$ cat src/rtl/short_scr_pkg.sv
// Shared constants, types and helper functions for the short scrambling generator.
// Assumes the fixed 8-stage recursions and a 24-bit code number.
package short_scr_pkg;
    localparam int LFSR_N     = 8;
    localparam int CODE_W     = 3 * LFSR_N;
    localparam int SEQ_PERIOD = 256;
    localparam int PHASE_W    = $clog2(SEQ_PERIOD);

    typedef logic [1:0] z4_t;

    // Product modulo 4 of a stage value and a constant coefficient.
    function automatic z4_t z4_mul(input z4_t v, input z4_t c);
        logic [3:0] p;
        p = {2'b00, v} * {2'b00, c};
        return p[1:0];
    endfunction

    // First real sign: negative for z = 1 or 2.
    function automatic logic c1_neg(input z4_t z);
        return z[1] ^ z[0];
    endfunction

    // Second real sign: negative for z = 2 or 3.
    function automatic logic c2_neg(input z4_t z);
        return z[1];
    endfunction
endpackage

$ cat src/rtl/short_scr_z4_lfsr.sv
// Shift register over Z4: N two-bit stages, stage 0 holds the oldest symbol.
// The new symbol is the sum mod 4 of each stage times its constant coefficient.
// Assumes the caller gives seed_en priority over step_en.
module short_scr_z4_lfsr
    import short_scr_pkg::*;
#(
    parameter int               N        = 8,
    parameter logic [2*N-1:0]   COEF     = 16'h0C7B,
    parameter logic [2*N-1:0]   RST_SEED = 16'h0001
) (
    input  logic           clk,
    input  logic           rst_n,
    input  logic           seed_en,
    input  logic           step_en,
    input  logic [2*N-1:0] seed,
    output z4_t            head
);
    z4_t st   [N];
    z4_t prod [N];
    z4_t fb;

    // One constant multiplier per stage.
    for (genvar k = 0; k < N; k++) begin : g_mul
        assign prod[k] = z4_mul(st[k], COEF[2*k +: 2]);
    end

    // Feedback: sum mod 4 of all weighted stages.
    always_comb begin
        fb = '0;
        for (int k = 0; k < N; k++) fb = fb + prod[k];
    end

    // Reset, reseed, or shift one symbol toward stage 0.
    always_ff @(posedge clk) begin
        if (!rst_n) begin
            for (int k = 0; k < N; k++) st[k] <= RST_SEED[2*k +: 2];
        end else if (seed_en) begin
            for (int k = 0; k < N; k++) st[k] <= seed[2*k +: 2];
        end else if (step_en) begin
            for (int k = 0; k < N-1; k++) st[k] <= st[k+1];
            st[N-1] <= fb;
        end
    end

    assign head = st[0];
endmodule

$ cat src/rtl/short_scr_bin_lfsr.sv
// Binary shift register: bit 0 holds the oldest symbol. The new bit is the
// XOR of the stages selected by TAPS. Assumes seed_en has priority over step_en.
module short_scr_bin_lfsr #(
    parameter int           N        = 8,
    parameter logic [N-1:0] TAPS     = 8'hA3,
    parameter logic [N-1:0] RST_SEED = '0
) (
    input  logic         clk,
    input  logic         rst_n,
    input  logic         seed_en,
    input  logic         step_en,
    input  logic [N-1:0] seed,
    output logic         head
);
    logic [N-1:0] st;

    // Reset, reseed, or shift in the tap parity at the top.
    always_ff @(posedge clk) begin
        if (!rst_n)       st <= RST_SEED;
        else if (seed_en) st <= seed;
        else if (step_en) st <= {^(st & TAPS), st[N-1:1]};
    end

    assign head = st[0];
endmodule

$ cat src/rtl/short_scrambler.sv
// Uplink short scrambling code generator. It holds the code number captured at
// load, runs one Z4 and two binary recursions, replays chip 0 as chip 255,
// maps z to I/Q signs and marks period and frame starts.
// Assumes chip_en is one pulse per chip; output sign bit 1 means -1.
module short_scrambler
    import short_scr_pkg::*;
#(
    parameter int FRAME_CHIPS = 38400
) (
    input  logic              clk,
    input  logic              rst_n,
    input  logic [CODE_W-1:0] code_num,
    input  logic              load,
    input  logic              chip_en,
    output logic              out_i,
    output logic              out_q,
    output logic              period_start,
    output logic              frame_start
);
    localparam int FRAME_W = $clog2(FRAME_CHIPS);

    logic [CODE_W-1:0]   code_q;
    logic [PHASE_W-1:0]  phase_q;
    logic [FRAME_W-1:0]  frame_q;
    z4_t                 z0_q;
    logic                c2e_q;

    logic [CODE_W-1:0]   seed_src;
    logic [2*LFSR_N-1:0] a_seed;
    logic                last_phase, last_frame, reseed, step;
    z4_t                 a_head, z_cur, z_out;
    logic                b_head, d_head, c1n, c2n;

    assign seed_src   = load ? code_num : code_q;
    assign last_phase = (phase_q == PHASE_W'(SEQ_PERIOD - 1));
    assign last_frame = (frame_q == FRAME_W'(FRAME_CHIPS - 1));
    assign reseed     = load | (chip_en & (last_phase | last_frame));
    assign step       = chip_en & ~reseed;

    // Z4 seed: stage 0 gets 2*n0+1, the others 2*nk.
    for (genvar k = 0; k < LFSR_N; k++) begin : g_aseed
        if (k == 0) begin : g_first
            assign a_seed[2*k +: 2] = {seed_src[k], 1'b1};
        end else begin : g_rest
            assign a_seed[2*k +: 2] = {seed_src[k], 1'b0};
        end
    end

    short_scr_z4_lfsr #(.N(LFSR_N), .COEF(16'h0C7B), .RST_SEED(16'h0001)) u_a (
        .clk(clk), .rst_n(rst_n), .seed_en(reseed), .step_en(step),
        .seed(a_seed), .head(a_head)
    );

    short_scr_bin_lfsr #(.N(LFSR_N), .TAPS(8'hA3), .RST_SEED(8'h00)) u_b (
        .clk(clk), .rst_n(rst_n), .seed_en(reseed), .step_en(step),
        .seed(seed_src[LFSR_N +: LFSR_N]), .head(b_head)
    );

    short_scr_bin_lfsr #(.N(LFSR_N), .TAPS(8'hB1), .RST_SEED(8'h00)) u_d (
        .clk(clk), .rst_n(rst_n), .seed_en(reseed), .step_en(step),
        .seed(seed_src[2*LFSR_N +: LFSR_N]), .head(d_head)
    );

    // Combine the three heads; chip 255 replays the stored chip-0 value.
    assign z_cur = a_head + {b_head, 1'b0} + {d_head, 1'b0};
    assign z_out = last_phase ? z0_q : z_cur;
    assign c1n   = c1_neg(z_out);
    assign c2n   = c2_neg(z_out);

    // Capture the code number and chip-0 value at load.
    always_ff @(posedge clk) begin
        if (!rst_n) begin
            code_q <= '0;
            z0_q   <= 2'b01;
        end else if (load) begin
            code_q <= code_num;
            z0_q   <= {code_num[0] ^ code_num[LFSR_N] ^ code_num[2*LFSR_N], 1'b1};
        end
    end

    // Chip position within the period and within the frame.
    always_ff @(posedge clk) begin
        if (!rst_n || load) begin
            phase_q <= '0;
            frame_q <= '0;
        end else if (chip_en) begin
            phase_q <= (last_phase || last_frame) ? '0 : phase_q + 1'b1;
            frame_q <= last_frame ? '0 : frame_q + 1'b1;
        end
    end

    // Keep the second sign of the even chip for the odd chip that follows.
    always_ff @(posedge clk) begin
        if (!rst_n)                                c2e_q <= 1'b0;
        else if (chip_en && !load && !phase_q[0])  c2e_q <= c2n;
    end

    assign out_i        = c1n;
    assign out_q        = c1n ^ phase_q[0] ^ (phase_q[0] ? c2e_q : c2n);
    assign period_start = (phase_q == '0);
    assign frame_start  = (frame_q == '0);
endmodule

$ cat config.mk
export PLATFORM = sky130hd
export DESIGN_NAME = short_scrambler
export DESIGN_NICKNAME = d
export VERILOG_FILES = /design/src/rtl/short_scr_pkg.sv /design/src/rtl/short_scr_z4_lfsr.sv /design/src/rtl/short_scr_bin_lfsr.sv /design/src/rtl/short_scrambler.sv
export SDC_FILE = /design/constraint.sdc
export NUM_CORES = 1
export LEC_CHECK = 0
export ABC_AREA = 1
export CELL_PAD_IN_SITES_DETAIL_PLACEMENT = 1
export CELL_PAD_IN_SITES_GLOBAL_PLACEMENT = 1
export CORE_ASPECT_RATIO = 1.2
export CORE_UTILIZATION = 42
export CTS_CLUSTER_DIAMETER = 50
export DETAILED_ROUTE_END_ITERATION = 16
export PLACE_DENSITY_LB_ADDON = 0.08
export SLEW_MARGIN = 20
export SYNTH_ARGS = -nofsm -noshare
export SYNTH_HDL_FRONTEND = slang
export SYNTH_SLANG_ARGS = --single-unit
$ cat constraint.sdc
create_clock -name clk -period 2.5 [get_ports clk]
set_input_delay 0.5 -clock clk [delete_from_list [all_inputs] [get_ports clk]]
set_output_delay 0.5 -clock clk [all_outputs]
set_load 0.02 [all_outputs]
==> results.ini, run 1 <==
[synth]
synth_ff_type=dfxtp_1
ys_top_cells_by_area=dfxtp_1, nand2_1, edfxtp_1
yosysTopAreaCellShare_pct=34.2
post-synth-top-area-cell=dfxtp_1
ys_ff_latch=82
synth-seq-area-share_pct=45.7
synthesis.nets=538
netlist_area_um2=3920
ys_types=34
syn_avg_cell_area_um2=7.79
synth_cells=503
yosys_warnings=0
synth-edff-count=15
async_flop_share_pct=0

[global_route]
grt_first_pass_wirelength_um=16000
grt_overflow=0
grt_pass1_vias=3448
antenna_found_initial=0
grtUsageTotal_pct=21.3
grt_max_degree=20

[critical_path]
critPathKind=flip-flop to flip-flop
worstPathRequired_ns=2.63
r2r-start=u_a.st[2][0]
rr_worst_depth=9
crit_fanout=2
ff2ff_setup_slack_ns=0.13
arrival_ns=2.50
cp-start-kind=flip-flop
rr_endpoint=u_a.st[7][1]
cp-end-kind=flip-flop

[timing]
fin_crit_sh_pct=94.9
fmax_ghz=0.422
worstMarginPinSlew_ns=0.430
layout_setup_ws_ns=0.129
hold_viol=0
rsz0062_at_grt=false
whs_ns=0.454
relSlewSlack_pct=71.1
skew_ns=0.00930
slew_viol_final=0
finalSetupViolCount=0
min_period_ns=2.37

[detailed_routing]
wl_met1_um=4040
wl_met2_um=5140
first_iter_violations=82
detail_route.wl_per_cell_um=14.3
top_layer=met4
wl_met3_um=160
drc=0
firstDrtPassIters=4
vias_per_cell=4.91
drtAntennaViolNets=0
routed-via-count=3282
drt-total-wl_um=9540

[clock_network]
htree_levels=3
clk_latency_ns=0.37
cts_setup_buffers=0
cts_tree=done
cts_buffer_depth=2
root_buffer=clkbuf_8
cts.clk_slew.worst_paths_ns=0.09
numCtsBuffers=9
cts_sinks=82

[placement]
dp_cells=653
place_hpwl_um=6920
routabilityCongestion=0.866
portBuffers=31
place_ws_ns=-0.0173

[floorplan]
dieHeight_um=108
core_um2=9030
initial_core_util_pct=43.4
ios=32
die-area_um2=9720
die_w_um=90.2
rows=38

[layout]
area_growth_pct=17.1
final_layout_size_suffix_gt1_share_pct=9.29
nets=579
diodes=0
stdcell_count=669

[power]
powerDensity_nw_per_um2=619
ir_drop_uv=316
p_leak_uw=0.00208
finalPower_uw=2840

[worst_hold_path]
hp-class=flip-flop to flip-flop
min_to=code_q[5]
hold_depth=2
min_from=code_q[5]

[flow_run]
drv_cap=0

[outcome]
status=finished clean

## worst max-delay path by stage
stage | end | cells past startpoint | from
after floorplan | u_a.st[7][1] | 9 | u_a.st[2][0]
after global placement | out_q | 10 | phase_q[0]
after detailed placement | out_q | 9 | phase_q[0]
after CTS | out_i | 11 | phase_q[0]
after global routing | u_a.st[7][1] | 9 | u_a.st[2][0]
final | u_a.st[7][1] | 9 | u_a.st[2][0]
## state kept, by name, summed over array words and instances, names as in the netlist
| signal | flops |
|---|---|
| c2e_q | 1 |
| code_q | 24 |
| frame_q | 16 |
| phase_q | 8 |
| u_a.st | 16 |
| u_b.st | 8 |
| u_d.st | 8 |
| z0_q | 1 |
## per-stage QoR
stage               TNS (ns)  utilization [%]  area (um2)
floorplan                  0                -        3920
global placement           0             48.5        4380
detailed placement   -0.0173             48.5        4380
CTS                        0             50.7        4580
global route               0             50.8        4590
finish                     0             50.8        4590
## Yosys cell counts, types with 2 or more instances
cell type	instances
xor2_1	9
edfxtp_1	15
nor2_2	3
mux2i_1	19
nand3_1	48
nand2_2	7
nor3_1	9
a211oi_1	2
inv_2	3
buf_2	5
nor2_1	65
inv_1	60
xnor2_1	13
fa_1	2
nand2_1	124
clkbuf_1	3
nand4_1	6
nor4_1	3
o21ai_0	9
buf_4	2
nor3b_1	2
dfxtp_1	67
ha_1	5
a21oi_1	12
## what timing repair did
item                       4_1_cts  5_1_grt
resized for setup                8        8
hold buffers                     0        0
setup endpoints to repair        4        2
## kinds of logic (layout without fill, tap and decap cells)
family | count (synthesis) | after routing | synth area share, %
AO/OA/AOI/OAI | 26 | 26 | 3.67
XOR/XNOR | 22 | 22 | 4.92
adder cells (fa/ha/maj) | 7 | 7 | 2.62
buffers and inverters | 76 | 122 | 8.11
flip-flops | 82 | 82 | 45.7
multiplexers | 19 | 19 | 4.85
AND/OR/NAND/NOR | 271 | 271 | 30.1
## critical path, cell delays in order (launching register included)
cell and delay [ns]:
edfxtp_1 0.42, ha_1 0.32, inv_1 0.06, fa_1 0.48, inv_1 0.05, fa_1 0.38
xnor2_1 0.15, xor2_1 0.16, nand2_1 0.07, nand2_1 0.05
## cell usage in the layout, fill, tap and decap left out, types with 2 or more instances in the layout
cell / n
nand2_1: 122
dfxtp_1: 65
nor2_1: 64
inv_1: 60
nand3_1: 48
clkdlybuf4s50_1: 26
mux2i_1: 19
edfxtp_1: 15
xnor2_1: 13
buf_4: 13
a21oi_1: 12
nand2_2: 9
xor2_1: 9
nor3_1: 9
clkbuf_8: 9
o21ai_0: 8
nand4_1: 6
ha_1: 5
nor2_2: 4
inv_2: 3
nor4_1: 3
a211oi_1: 2
nor3b_1: 2
fa_1: 2
clkinv_2: 2
clkbuf_1: 2
dlygate4sd2_1: 2
dfxtp_2: 2
## final cells by class
cell class / count / area (um2)
inverters: 63 / 236
flip-flops and latches: 82 / 1790
fillers: 1145 / 4450
clock inverters: 4 / 48.8
well taps: 120 / 150
multi-input cells: 345 / 1820
clock buffers: 12 / 156
repair buffers: 43 / 385
## per-layer routing
layer / vias to the layer above / track usage (%)
li1: 1677 / -
met1: 1562 / 22.9
met2: 28 / 40.8
met3: 15 / 3.11
met4: 0 / 10.1
met5: - / 0
## power by group
part	switching, uW	internal, uW	total, uW	leakage, uW
clock	492	522	1010	0.000105
combinational	208	168	376	0.00126
sequential	37.1	1410	1450	0.000723
(Power assumes the default switching activity.)
==> run 2: changes to the inputs <==
CAP_MARGIN = 20   (was default)
GPL_TIMING_DRIVEN = 1   (was default)
RECOVER_POWER = 50   (was default)
==> results.ini, run 2 (synthesized netlist as in run 1, its figures left out) <==
[flow_run]
drv_cap=0

[worst_hold_path]
hp-class=flip-flop to flip-flop

[layout]
final_common_cell=nand2_1
stdcell_count=669
register_area_um2=1790
multiInputGateArea_um2=1790
largest_reg_flops=24
final_cell_mix=nand2_1, nor2_1, dfxtp_1, inv_1, nand3_1
largest_registers=code_q: 24 flops, frame_q: 16 flops, u_a.st: 16 flops
nFillCells=1150
area_growth_pct=16.2
final_layout_size_suffix_gt1_share_pct=7.29
top_register=code_q
diodes=0
nets=579

[timing]
hold_viol=0
skew_ns=0.0102
whs_ns=0.452
fmax_ghz=0.422
finalSetupViolCount=0
fin_crit_sh_pct=94.9
relSlewSlack_pct=30.8
worstMarginPinSlew_ns=1.04
slew_viol_final=0
final.setup.tns_ns=0
rsz0062_at_grt=false
min_period_ns=2.37

[critical_path]
worstPathRequired_ns=2.62
cp-end-kind=flip-flop
cp-start-kind=flip-flop
critPathKind=flip-flop to flip-flop
arrival_ns=2.50
crit_fanout=2

[floorplan]
die-area_um2=9720
ios=32
dieHeight_um=108
rows=38
core_um2=9030
initial_core_util_pct=43.4
die_w_um=90.2

[global_route]
grt_overflow=0
antenna_found_initial=0
grt_first_pass_wirelength_um=16000
grt_max_degree=20
grtUsageTotal_pct=21.3
grt_pass1_vias=3448

[clock_network]
cts_buffer_depth=2
clk_latency_ns=0.37
cts_tree=done
numCtsBuffers=9
cts.clk_slew.worst_paths_ns=0.09
cts_hold_buf=0
root_buffer=clkbuf_8
cts_setup_buffers=0
cts_sinks=82
htree_levels=3

[placement]
portBuffers=31
place_hpwl_um=6920
routabilityCongestion=0.866
dp_cells=653

[outcome]
status=finished clean

[detailed_routing]
firstDrtPassIters=4
drc=0
first_iter_violations=85
drtAntennaViolNets=0
routed-via-count=3301
detail_route.wl_per_cell_um=14.3
drt-total-wl_um=9550
vias_per_cell=4.93

[power]
ir_drop_uv=314
p_leak_uw=0.00206
powerDensity_nw_per_um2=622

[run 2: cell types whose count changed in the layout (fill, tap and decap cells not counted)]
cell,previous run,this run
buf_2,1,0
buf_4,13,10
clkbuf_1,2,6
clkdlybuf4s50_1,26,24
dlygate4sd3_1,0,2
inv_1,60,61
inv_2,3,2
nand2_1,122,125
nand2_2,9,7
nand2_4,1,0
nor2_1,64,66
nor2_2,4,2
o21ai_1,1,2
o21ai_2,1,0
[run 2: worst paths after layout]
| check | start | end | slack (ns) | cells past startpoint |
|---|---|---|---|---|
| setup / recovery | u_a.st[2][0] | u_a.st[7][1] | 0.13 | 9 |
| setup reg to reg | u_a.st[2][0] | u_a.st[7][1] | 0.13 | 9 |
| hold reg to reg | code_q[7] | code_q[7] | 0.45 | 2 |
| hold / removal | code_q[7] | code_q[7] | 0.45 | 2 |
[run 2: critical path, stage by stage, from the launching register on]
cell	delay, ns
edfxtp_1	0.42
ha_1	0.32
inv_1	0.06
fa_1	0.48
inv_1	0.05
fa_1	0.37
xnor2_1	0.15
xor2_1	0.16
nand2_1	0.07
nand2_1	0.05
[run 2: repair_timing]
action	4_1_cts	5_1_grt
setup endpoints to repair	4	2
hold endpoints to repair	0	0
gates resized for setup	8	8
[run 2: power breakdown]
part / switching (uW) / total, uW / internal (uW)
Combinational: 207 / 372 / 165
Sequential: 37.4 / 1450 / 1410
Clock: 487 / 1010 / 522
[run 2: stage by stage]
| stage | setup slack [ns] | utilization [%] | power, uW | area, um2 |
|---|---|---|---|---|
| 5_1_grt | 0.00648 | 50.4 | 2970 | 4550 |
| 2_1_floorplan | 0.305 | - | 1730 | 3920 |
| 3_5_place_dp | -0.0173 | 48.5 | 1870 | 4380 |
| 6_report | 0.128 | 50.4 | 2830 | 4550 |
| 4_1_cts | 0.0181 | 50.7 | 2880 | 4580 |
| 3_3_place_gp | 0.0428 | 48.5 | 1860 | 4380 |
[run 2: layer usage]
layer	track usage, %	share of wire [%]	up-vias
met5	0	0	-
li1	-	-	1676
met2	40.8	54	31
met3	3.11	1.6	16
met4	10.1	2.2	0
met1	22.9	42	1578
[run 2: final cells by class]
class	count	share of cell area [%]
clock buffers	12	3.44
repair buffers	43	8.19
clock inverters	4	1.07
flip-flops and latches	82	39.4
inverters	63	5.19
multi-input cells	345	39.4
well taps	120	3.30
==> run 3: changes to the inputs <==
CORE_UTILIZATION = 35   (was 42)
GPL_ROUTABILITY_DRIVEN = 0   (was default)
GPL_TIMING_DRIVEN = default   (was 1)
==> results.ini, run 3 (synthesized netlist as in run 1, its figures left out) <==
[outcome]
status=finished clean

[flow_run]
drv_cap=0

[detailed_routing]
vias_per_cell=4.85
firstDrtPassIters=4
first_iter_violations=57
drt-total-wl_um=9960
drtAntennaViolNets=0
detail_route.wl_per_cell_um=14.6
routed-via-count=3313
drc=0

[placement]
place_ws_ns=0.0233
place_hpwl_um=7500
portBuffers=31

[critical_path]
worstPathBufferInverterCount=3
cp-start-kind=flip-flop
crit_top_cell=nand2_1
arrival_ns=1.85
crit_chain=ha_1 > nand2_1 > nor2_2 > nand2_2 > buf_4 > nand2_1 > nand2_1 > nand2_1 > inv_1 > dlygate4sd2_1
crit_slowest_cell=dfxtp_1
r2r-start=u_a.st[2][0]
max_stage_delay_ns=0.34
critPathKind=flip-flop to output pin
cp-end-kind=output pin
crit_path_start=phase_q[1]
crit_family=buffers and inverters
worstPathRequired_ns=2.00
crit_fanout=4

[floorplan]
rows=41
die_w_um=98.6
die-area_um2=11600
ios=32
initial_core_util_pct=36.5
dieHeight_um=118
core_um2=10700

[clock_network]
cts_resized=6
root_buffer=clkbuf_16
cts.clk_slew.worst_paths_ns=0.06
cts_sinks=82
clk_latency_ns=0.34
numCtsBuffers=9
cts_setup_buffers=0
htree_levels=3
cts_buffer_depth=2
cts_hold_buf=0
cts_tree=done

[layout]
diodes=0
top_register=code_q
largest_reg_flops=24
nets=584
final_layout_size_suffix_gt1_share_pct=7.76
nFillCells=1321
area_growth_pct=20.4
final_cell_mix=nand2_1, dfxtp_1, nor2_1, inv_1, nand3_1
final_common_cell=nand2_1
largest_registers=code_q: 24 flops, frame_q: 16 flops, u_a.st: 16 flops

[timing]
relSlewSlack_pct=38.9
slew_viol_final=0
finalSetupViolCount=0
rsz0062_at_grt=false
fmax_ghz=0.426
worstMarginPinSlew_ns=0.916
final.setup.tns_ns=0
min_period_ns=2.35
layout_setup_ws_ns=0.154
skew_ns=0.00333
fin_crit_sh_pct=93.8
hold_viol=0

[global_route]
grtUsageTotal_pct=18.7
grt_max_degree=20
antenna_found_initial=0
grt_pass1_vias=3442
grt_first_pass_wirelength_um=16900
grt_overflow=0

[worst_hold_path]
hp-class=flip-flop to flip-flop
min_from=code_q[5]

[power]
powerDensity_nw_per_um2=681
p_leak_uw=0.00214
ir_drop_uv=385

-- run 3: changes by cell type in the layout (fill, tap and decap cells not counted), sizes merged --
cell | previous run | this run
clkbuf | 17 | 20
clkinv | 3 | 1
clkdlybuf4s50 | 24 | 23
dlygate4sd3 | 2 | 3
dlymetal6s2s | 0 | 1
buf | 10 | 13
-- run 3: tightest hold or removal path, stage by stage, from the launching register on --
cell and delay (ns):
dfxtp_1 0.31, nand2_1 0.05, nand2_1 0.06
-- run 3: through the flow --
stage	util (%)	total power (uW)	cell area [um2]	instances	hold slack, ns
floorplan	-	1730	3920	503	0.416
global placement	41.3	1870	4430	667	0.431
detailed placement	41.3	1880	4430	667	0.438
CTS	44.2	3260	4740	683	0.451
global route	44.0	3360	4720	683	0.478
finish	44.0	3210	4720	683	0.449
-- run 3: final cells by class --
cell class / instances / area [um2] / share of cell area (%)
clock buffer: 14 / 274 / 5.81
clock inverter: 2 / 35.0 / 0.743
tap: 129 / 161 / 3.42
sequential: 82 / 1790 / 38.0
timing repair buffer: 48 / 408 / 8.65
multi-input combinational: 345 / 1810 / 38.4
inverter: 63 / 236 / 5.01
-- run 3: worst paths after layout --
check            endpoint  slack [ns]  depth (start not counted)
max                 out_i        0.15                         10
min             code_q[5]        0.45                          2
max reg2reg  u_a.st[7][1]        0.20                          9
min reg2reg     code_q[5]        0.45                          2
-- run 3: power breakdown --
part           switching [uW]  internal (uW)
Combinational             211            164
Sequential               38.7           1420
Clock                     527            855
Total                     776           2430
-- run 3: layer usage --
layer	vias up	track usage (%)	wire length, um
li1	1690	-	-
met3	16	2.97	275
met4	0	8.21	235
met1	1563	21.5	4230
met2	44	33.8	5220
met5	-	0	0
